`src/rtl/lock_pkg.sv`:
```
package lock_pkg;
  typedef enum logic [1:0] {
    LK_IDLE    = 2'd0,
    LK_OPEN    = 2'd1,
    LK_LOCKOUT = 2'd2
  } lk_state_e;
endpackage

```
`src/rtl/lock_rst_sync.sv`:
```
module lock_rst_sync #(
  parameter int STAGES = 2
) (
  input  logic clk,
  input  logic arst_n,
  output logic rst_sync_n
);
  logic [STAGES-1:0] chain_q;

  always_ff @(posedge clk or negedge arst_n) begin
    if (!arst_n) chain_q <= '0;
    else         chain_q <= {chain_q[STAGES-2:0], 1'b1};
  end

  assign rst_sync_n = chain_q[STAGES-1];
endmodule

```
`src/rtl/lock_key_edge.sv`:
```
module lock_key_edge (
  input  logic clk,
  input  logic rst_n,
  input  logic key,
  output logic rise
);
  logic key_q;

  // Resets to 1 so a key already held at re-enable is not an attempt
  always_ff @(posedge clk or negedge rst_n) begin
    if (!rst_n) key_q <= 1'b1;
    else        key_q <= key;
  end

  assign rise = key & ~key_q;
endmodule

```
`src/rtl/lock_fail_ctr.sv`:
```
module lock_fail_ctr #(
  parameter int MAX_FAIL = 3
) (
  input  logic clk,
  input  logic rst_n,
  input  logic inc,
  input  logic clr,
  output logic last
);
  localparam int CW = $clog2(MAX_FAIL + 1);

  logic [CW-1:0] cnt_q, cnt_d;
  logic          cnt_en;

  always_comb begin
    cnt_d  = cnt_q;
    cnt_en = clr | inc;
    if (clr)                                  cnt_d = '0;
    else if (inc && cnt_q != CW'(MAX_FAIL))   cnt_d = cnt_q + 1'b1;
  end

  always_ff @(posedge clk or negedge rst_n) begin
    if (!rst_n)      cnt_q <= '0;
    else if (cnt_en) cnt_q <= cnt_d;
  end

  assign last = (cnt_q == CW'(MAX_FAIL - 1));
endmodule

```
`src/rtl/lock_fsm.sv`:
```
module lock_fsm
  import lock_pkg::*;
(
  input  logic      clk,
  input  logic      rst_n,
  input  logic      rise,
  input  logic      key,
  input  logic      match,
  input  logic      last_fail,
  output logic      fail_inc,
  output logic      fail_clr,
  output lk_state_e state
);
  lk_state_e st_q, st_d;

  always_comb begin
    st_d     = st_q;
    fail_inc = 1'b0;
    fail_clr = 1'b0;
    unique case (st_q)
      LK_IDLE: begin
        if (rise) begin
          if (match) begin
            st_d     = LK_OPEN;
            fail_clr = 1'b1;
          end else begin
            fail_inc = 1'b1;
            if (last_fail) st_d = LK_LOCKOUT;
          end
        end
      end
      LK_OPEN:    if (!key) st_d = LK_IDLE;
      LK_LOCKOUT: st_d = LK_LOCKOUT;
      default:    st_d = LK_IDLE;
    endcase
  end

  always_ff @(posedge clk or negedge rst_n) begin
    if (!rst_n) st_q <= LK_IDLE;
    else        st_q <= st_d;
  end

  assign state = st_q;
endmodule

```
`src/rtl/keycode_lock.sv`:
```
module keycode_lock
  import lock_pkg::*;
#(
  parameter int                 CODE_W    = 5,
  parameter logic [CODE_W-1:0]  LOCK_CODE = 5'b01101,
  parameter int                 MAX_FAIL  = 3,
  parameter int                 SYNC_STG  = 2
) (
  input  logic              clk,
  input  logic              arm_n,
  input  logic              key_in,
  input  logic [CODE_W-1:0] code_in,
  output logic              open_n,
  output logic              alarm
);
  localparam logic [CODE_W-1:0] ALL_ONE = {CODE_W{1'b1}};

  generate
    if (LOCK_CODE == '0 || LOCK_CODE == ALL_ONE) begin : g_bad_code
      $error("LOCK_CODE must mix zeros and ones");
    end
  endgenerate

  logic      rst_n;
  logic      rise;
  logic      match;
  logic      last_fail;
  logic      fail_inc;
  logic      fail_clr;
  lk_state_e state;

  lock_rst_sync #(.STAGES(SYNC_STG)) u_rst (
    .clk(clk), .arst_n(arm_n), .rst_sync_n(rst_n)
  );

  lock_key_edge u_edge (
    .clk(clk), .rst_n(rst_n), .key(key_in), .rise(rise)
  );

  assign match = (code_in == LOCK_CODE);

  lock_fail_ctr #(.MAX_FAIL(MAX_FAIL)) u_ctr (
    .clk(clk), .rst_n(rst_n), .inc(fail_inc), .clr(fail_clr), .last(last_fail)
  );

  lock_fsm u_fsm (
    .clk(clk), .rst_n(rst_n), .rise(rise), .key(key_in), .match(match),
    .last_fail(last_fail), .fail_inc(fail_inc), .fail_clr(fail_clr),
    .state(state)
  );

  assign open_n = (state != LK_OPEN);
  assign alarm  = (state == LK_LOCKOUT);
endmodule

```
`config.mk`:
```
export PLATFORM = sky130hd
export DESIGN_NAME = keycode_lock
export DESIGN_NICKNAME = d
export VERILOG_FILES = /design/src/rtl/lock_pkg.sv /design/src/rtl/lock_rst_sync.sv /design/src/rtl/lock_key_edge.sv /design/src/rtl/lock_fail_ctr.sv /design/src/rtl/lock_fsm.sv /design/src/rtl/keycode_lock.sv
export SDC_FILE = /design/constraint.sdc
export NUM_CORES = 1
export LEC_CHECK = 0
export BUFFER_PORTS_ARGS = -buffer_cell sky130_fd_sc_hd__buf_2
export CAP_MARGIN = 25
export CELL_PAD_IN_SITES_DETAIL_PLACEMENT = 0
export CELL_PAD_IN_SITES_GLOBAL_PLACEMENT = 1
export CORE_AREA = 2 2 39 41
export CTS_CLUSTER_SIZE = 24
export DETAILED_ROUTE_END_ITERATION = 10
export DIE_AREA = 0 0 41 43
export MAX_ROUTING_LAYER = met4
export PLACE_DENSITY_LB_ADDON = 0.1
export SETUP_SLACK_MARGIN = 0.3
export SYNTH_ARGS = -nofsm -noshare
export SYNTH_HDL_FRONTEND = slang
export SYNTH_HIERARCHICAL = 1
export SYNTH_SLANG_ARGS = --single-unit
```
`constraint.sdc`:
```
create_clock -name clk -period 1.8 [get_ports clk]
set_input_delay 0.36 -clock clk [delete_from_list [all_inputs] [get_ports clk]]
set_output_delay 0.36 -clock clk [all_outputs]
set_load 0.05 [all_outputs]
```
# [After elaboration in Yosys (flattened, before gate mapping)]
# Cells that the tools add are included.
[totals] inputBits=8 word_cells=35 reg_bits=7 out_inout_bits=2
[classes] bitwise=3 mux=13 reduce_logical=5 n_eq_ne=9 n_addsub=1
[op_table] cell="2-bit 2-to-1 mux" n=6
[op_table] cell="1-bit 2-to-1 mux" n=6
[op_table] cell="2-bit inequality test (second input constant)" n=3
[op_table] cell="2-bit case mux with 3 select lines" n=1
[op_table] cell="5-bit by 4-bit equality test with 1-bit output (second input constant)" n=1
[op_table] cell="2-bit equality test (second input constant)" n=2
[op_table] cell="3-bit inequality test (second input constant)" n=1
[op_table] cell="3-bit AND reduction" n=1
[op_table] cell="2-bit by 1-bit adder with 2-bit output (second input constant)" n=1
[op_table] cell="2-bit by 1-bit equality test with 1-bit output (second input constant)" n=1
[op_table] cell="2-bit logical NOT" n=1
[op_table] cell="2-bit by 1-bit inequality test with 1-bit output (second input constant)" n=1
[op_table] cell="2-bit AND reduction" n=1
[op_table] cell="2-bit nonzero test" n=1
[op_table] cell="1-bit AND" n=1
[op_table] cell="1-bit logical AND" n=1
[op_table] cell="1-bit NOT" n=1
[op_table] cell="1-bit bitwise OR" n=1

# [Depth between registers and ports, before layout]
[depth] ltp_word=7 depth_mapped=6 ltp_nobuf=6

# [Modules after synthesis]
# Netlist, hierarchy kept.
[modules_own_cells] mod="lock_fail_ctr" cells_each=12 instances=1 area_per_inst_um2=142.6 seq_area_each_um2=50.0
[modules_own_cells] mod="lock_fsm" cells_each=10 instances=1 area_per_inst_um2=110.1 seq_area_each_um2=50.0
[modules_own_cells] mod="lock_rst_sync" cells_each=3 instances=1 area_per_inst_um2=53.8 seq_area_each_um2=50.0
[modules_own_cells] mod="lock_key_edge" cells_each=2 instances=1 area_per_inst_um2=40.0 seq_area_each_um2=26.3
[modules_own_cells] mod="keycode_lock" cells_each=4 instances=1 area_per_inst_um2=25.0 seq_area_each_um2=0.0

# [Worst setup path after synthesis]
# Ideal clock, no wire load.
[synth_path] path_type="register to output" startpoint="register u_fsm.st_q[1] (netlist: u_fsm/state[1])" endpoint="output port alarm" required_ns=1.440 n_path_buf=0 arrival_ns=1.157 setup_slack_ns=0.283 stages_incl_launch_ff=2 path_cell_list="dfrtp_1 -> nor2b_1"
[synth_between] elab_chain_cells=1
[synth_lines] item="start: declaration" line="lock_fsm.sv:14" source="lk_state_e st_q, st_d;"
[synth_lines] item="start signal: assignment" line="lock_fsm.sv:40" source="else st_q <= st_d;"
[synth_lines] item="2-bit equality test" line="keycode_lock.sv:53" source="assign alarm = (state == LK_LOCKOUT);"
[synth_lines] item="end: declaration" line="keycode_lock.sv:14" source="output logic alarm"
# No other way between the ends.

# [Worst setup path after layout]
[layout_path] startpoint="register u_fsm.st_q[1] (netlist: u_fsm/state[1])" endpoint="output port open_n"
[layout_between] elab_chain_cells=1
[layout_lines] item="2-bit by 1-bit inequality test with 1-bit output" line="keycode_lock.sv:52" source="assign open_n = (state != LK_OPEN);"
[layout_lines] item="end: declaration" line="keycode_lock.sv:13" source="output logic open_n,"
# No other way between the ends.

==> key figures <==
Logic synthesis
  – Xor/xnor share of the synthesized area: 0%
  – Post-synthesis adder-cell area fraction: under 10%
  – Synthesis-stage register bit count: 7
  – Register area share after synthesis: between 40% and 50%
  – Post-synthesis simple-gate area fraction: approximately 30%
  – Synth warnings: 6
  – Post-Syn Nets: 41
  – Main combinational cell family by area after synthesis: simple AND/OR/NAND/NOR gates
  – Synthesized area: 372 um^2
  – Post-synthesis mux area share: around 8.1%
  – Netlist cell types: 17
  – Post-synthesis compound-gate area fraction: ~4.7%
  – Cells after Synth: 31
  – Syn avg cell area: about 12 um^2

STA
  – Hold Vio Cnt, Final: 0
  – TNS Setup: 0 ns
  – Final Max Tran Viols: 0
  – Clk_skew: 0.00886 ns
  – Max Fclk: roughly 700 MHz
  – Final setup vio count: 0
  – Final Cycle Share: around four fifths
  – Worst setup margin: roughly 0.37 ns
  – Crit path time final: about 1.4 ns
  – RSZ-0062 raised after global routing: no
  – Min Hold Slack: 0.0603 ns

Placement
  – I/O Buffers: 9
  – GP Congestion: 0.591
  – Cell Count Post-Placement: 57
  – Placed inst area: approximately 450 um^2
  – Pre-CTS WS: approximately 0.14 ns

Detailed routing
  – DR pass1 iterations: 3
  – DRT antenna net count: 0
  – Via Count: 259
  – DR vias/cell: roughly 4.2
  – # DRC: 0
  – Avg WL per Cell: about 10 um
  – Final wirelength: between 600 and 700 um
  – Starting DRT DRC Count: 4

Layout
  – Total of fill cells in the finished design: between 100 and 150
  – Final Util: between 30% and 40%
  – Layout cell share with drive strength beyond 1: around 48%
  – # diodes: 0
  – Finished Layout Cells: between 60 and 70
  – Nets@finish: 57
  – Design Area, Final: roughly 500 um^2
  – Area Growth Syn to Fin: 32.0%

Global routing
  – First-pass GRT wire length: roughly 1100 um
  – Initial antenna violation count: 0
  – Largest net degree at the start of global routing: 8
  – All-Layer GR Usage: approximately a tenth
  – Grt total ovfl: 0
  – Vias in the first global route: approximately 270

Clock tree
  – H-tree levels: 1
  – Bufs on Longest Clock Path: 2
  – TritonCTS clock tree: yes
  – Clk_lat worst skew: ~0.25 ns
  – Root buf cell: clkbuf_4
  – TritonCTS Sinks: 7
  – Clock-pin slew on the worst setup and hold paths: around 0.060 ns
  – CTS Buf Count: 3
  – Post-CTS setup buffer count: 0

Worst setup path
  – CP Data Arrival Time: 1.07 ns
  – Worst path cell trace: nand2b_1 -> clkbuf_4
  – Worst setup SP type: flop
  – CP peak stage delay: 0.44 ns
  – R2R setup slack: approximately 0.42 ns
  – Critical-path top delay cell: dfrtp_1
  – Worst Path Required: about 1.4 ns
  – Crit Path Max Fanout: 7
  – Setup Crit Path Kind: flop to output port
  – CP endpoint kind: output port

Die
  – Die Y: 43 um
  – Die ar.: about 0.0018 mm^2
  – Top-level I/O count: 10
  – Core Footprint: around 0.0014 mm^2
  – Effective utilization at floorplan: a little over a quarter
  – Row Count: 14
  – Die width: about 41 um

Run status
  – Status: complete, no violations

Run
  – MaxCap Viol Count: 0

Power and ir drop
  – Power consumption: 0.363 mW
  – Maximum vdd drop: 0.476 mV
  – Cell Pwr Density: about 740 mW/mm^2
  – Static leakage: approximately 0.22 nW

Min path
  – Worst min path class: flop to asynchronous set/reset pin
[layout by cell type, fill, tap and decap left out, drive strengths merged]
cell type and n:
conb 1, mux2 2, buf 9, nand2b 1, nand3b 2, nor2 3
dlygate4sd3 1, o31ai 1, clkbuf 5, nor4b 1, nor2b 5, a21oi 1
dfrtp 6, nand4b 1, inv 2, ha 2, nand2 1, nor3 1
dfstp 1
[power by group]
group          internal, mW  switching, mW
clock                0.0845         0.0565
sequential            0.168        0.00901
combinational        0.0277         0.0174
[cell usage after synthesis]
master | count | area [um^2]
nand2_1 | 1 | 3.75
o31ai_2 | 1 | 12.5
ha_1 | 2 | 25.0
mux2_4 | 2 | 30.0
nand3b_1 | 2 | 15.0
nor3_1 | 1 | 5.00
conb_1 | 1 | 3.75
dfstp_2 | 1 | 26.3
nand2b_1 | 1 | 6.26
nand4b_1 | 1 | 8.76
nor2b_1 | 3 | 18.8
a21oi_1 | 1 | 5.00
inv_1 | 2 | 7.51
nor2_1 | 3 | 11.3
nor4b_2 | 1 | 15.0
nor2b_4 | 2 | 27.5
dfrtp_1 | 6 | 150
[path summary, 6_finish.rpt]
check,to,cells past startpoint,startpoint
hold reg to reg,u_ctr/cnt_q[1]$_DFFE_PN0P_,0,u_rst/chain_q[1]$_DFF_PN0_
max in group asynchronous,u_rst/chain_q[1]$_DFF_PN0_,2,arm_n
min in group clk,u_edge/key_q$_DFF_PN1_,1,key_in
hold / removal,u_ctr/cnt_q[1]$_DFFE_PN0P_,0,u_rst/chain_q[1]$_DFF_PN0_
setup / recovery,open_n,2,u_fsm/state[1]$_DFFE_PN0P_
setup reg to reg,u_ctr/cnt_q[0]$_DFFE_PN0P_,3,u_fsm/state[0]$_DFFE_PN0P_
[sequential cells by signal, summed over array words and instances, names as in the netlist]
signal,flops
u_ctr/cnt_q,2
u_fsm/state,2
u_edge/key_q,1
u_rst/chain_q,2
[per-layer routing]
metal / wire, um / share of wire, % / track usage (%) / vias to the layer above
met4: 0 / 0 / 2.00 / 0
met2: 283 / 47 / 13.1 / 7
met3: 49 / 8.1 / 7.85 / 0
li1: - / - / - / 132
met5: 0 / 0 / - / -
met1: 271 / 45 / 11.0 / 120
[final cells by class]
class / instances / area (um^2) / share of cell area, %
multi-input combinational: 22 / 193 / 39.3
inverter: 2 / 7.51 / 1.53
sequential: 7 / 176 / 36.0
timing repair buffer: 11 / 67.6 / 13.8
clock buffer: 4 / 26.3 / 5.36
tap: 16 / 20.0 / 4.08
[critical path, delay by kind of cell (launching register included)]
family	cells	cell delay, ns
buf+inv	1	0.21
flops	1	0.44
simple gates	1	0.17
[kinds of logic (layout without fill, tap and decap cells)]
logic type	Yosys count	in the layout
fa+ha+maj	2	2
other cells	1	1
simple gates	15	15
buf+inv	2	17
flops	7	7
compound gates	2	2
mux	2	2
[timing repair]
item	4_1_cts	5_1_grt
endpoints found under the setup margin	1	3
pin swaps	0	0
gates resized for setup	1	2
hold endpoints to repair	2	0
hold buffers	1	0
cloned	0	0
No activity file was read; power rests on OpenSTA's default activity.
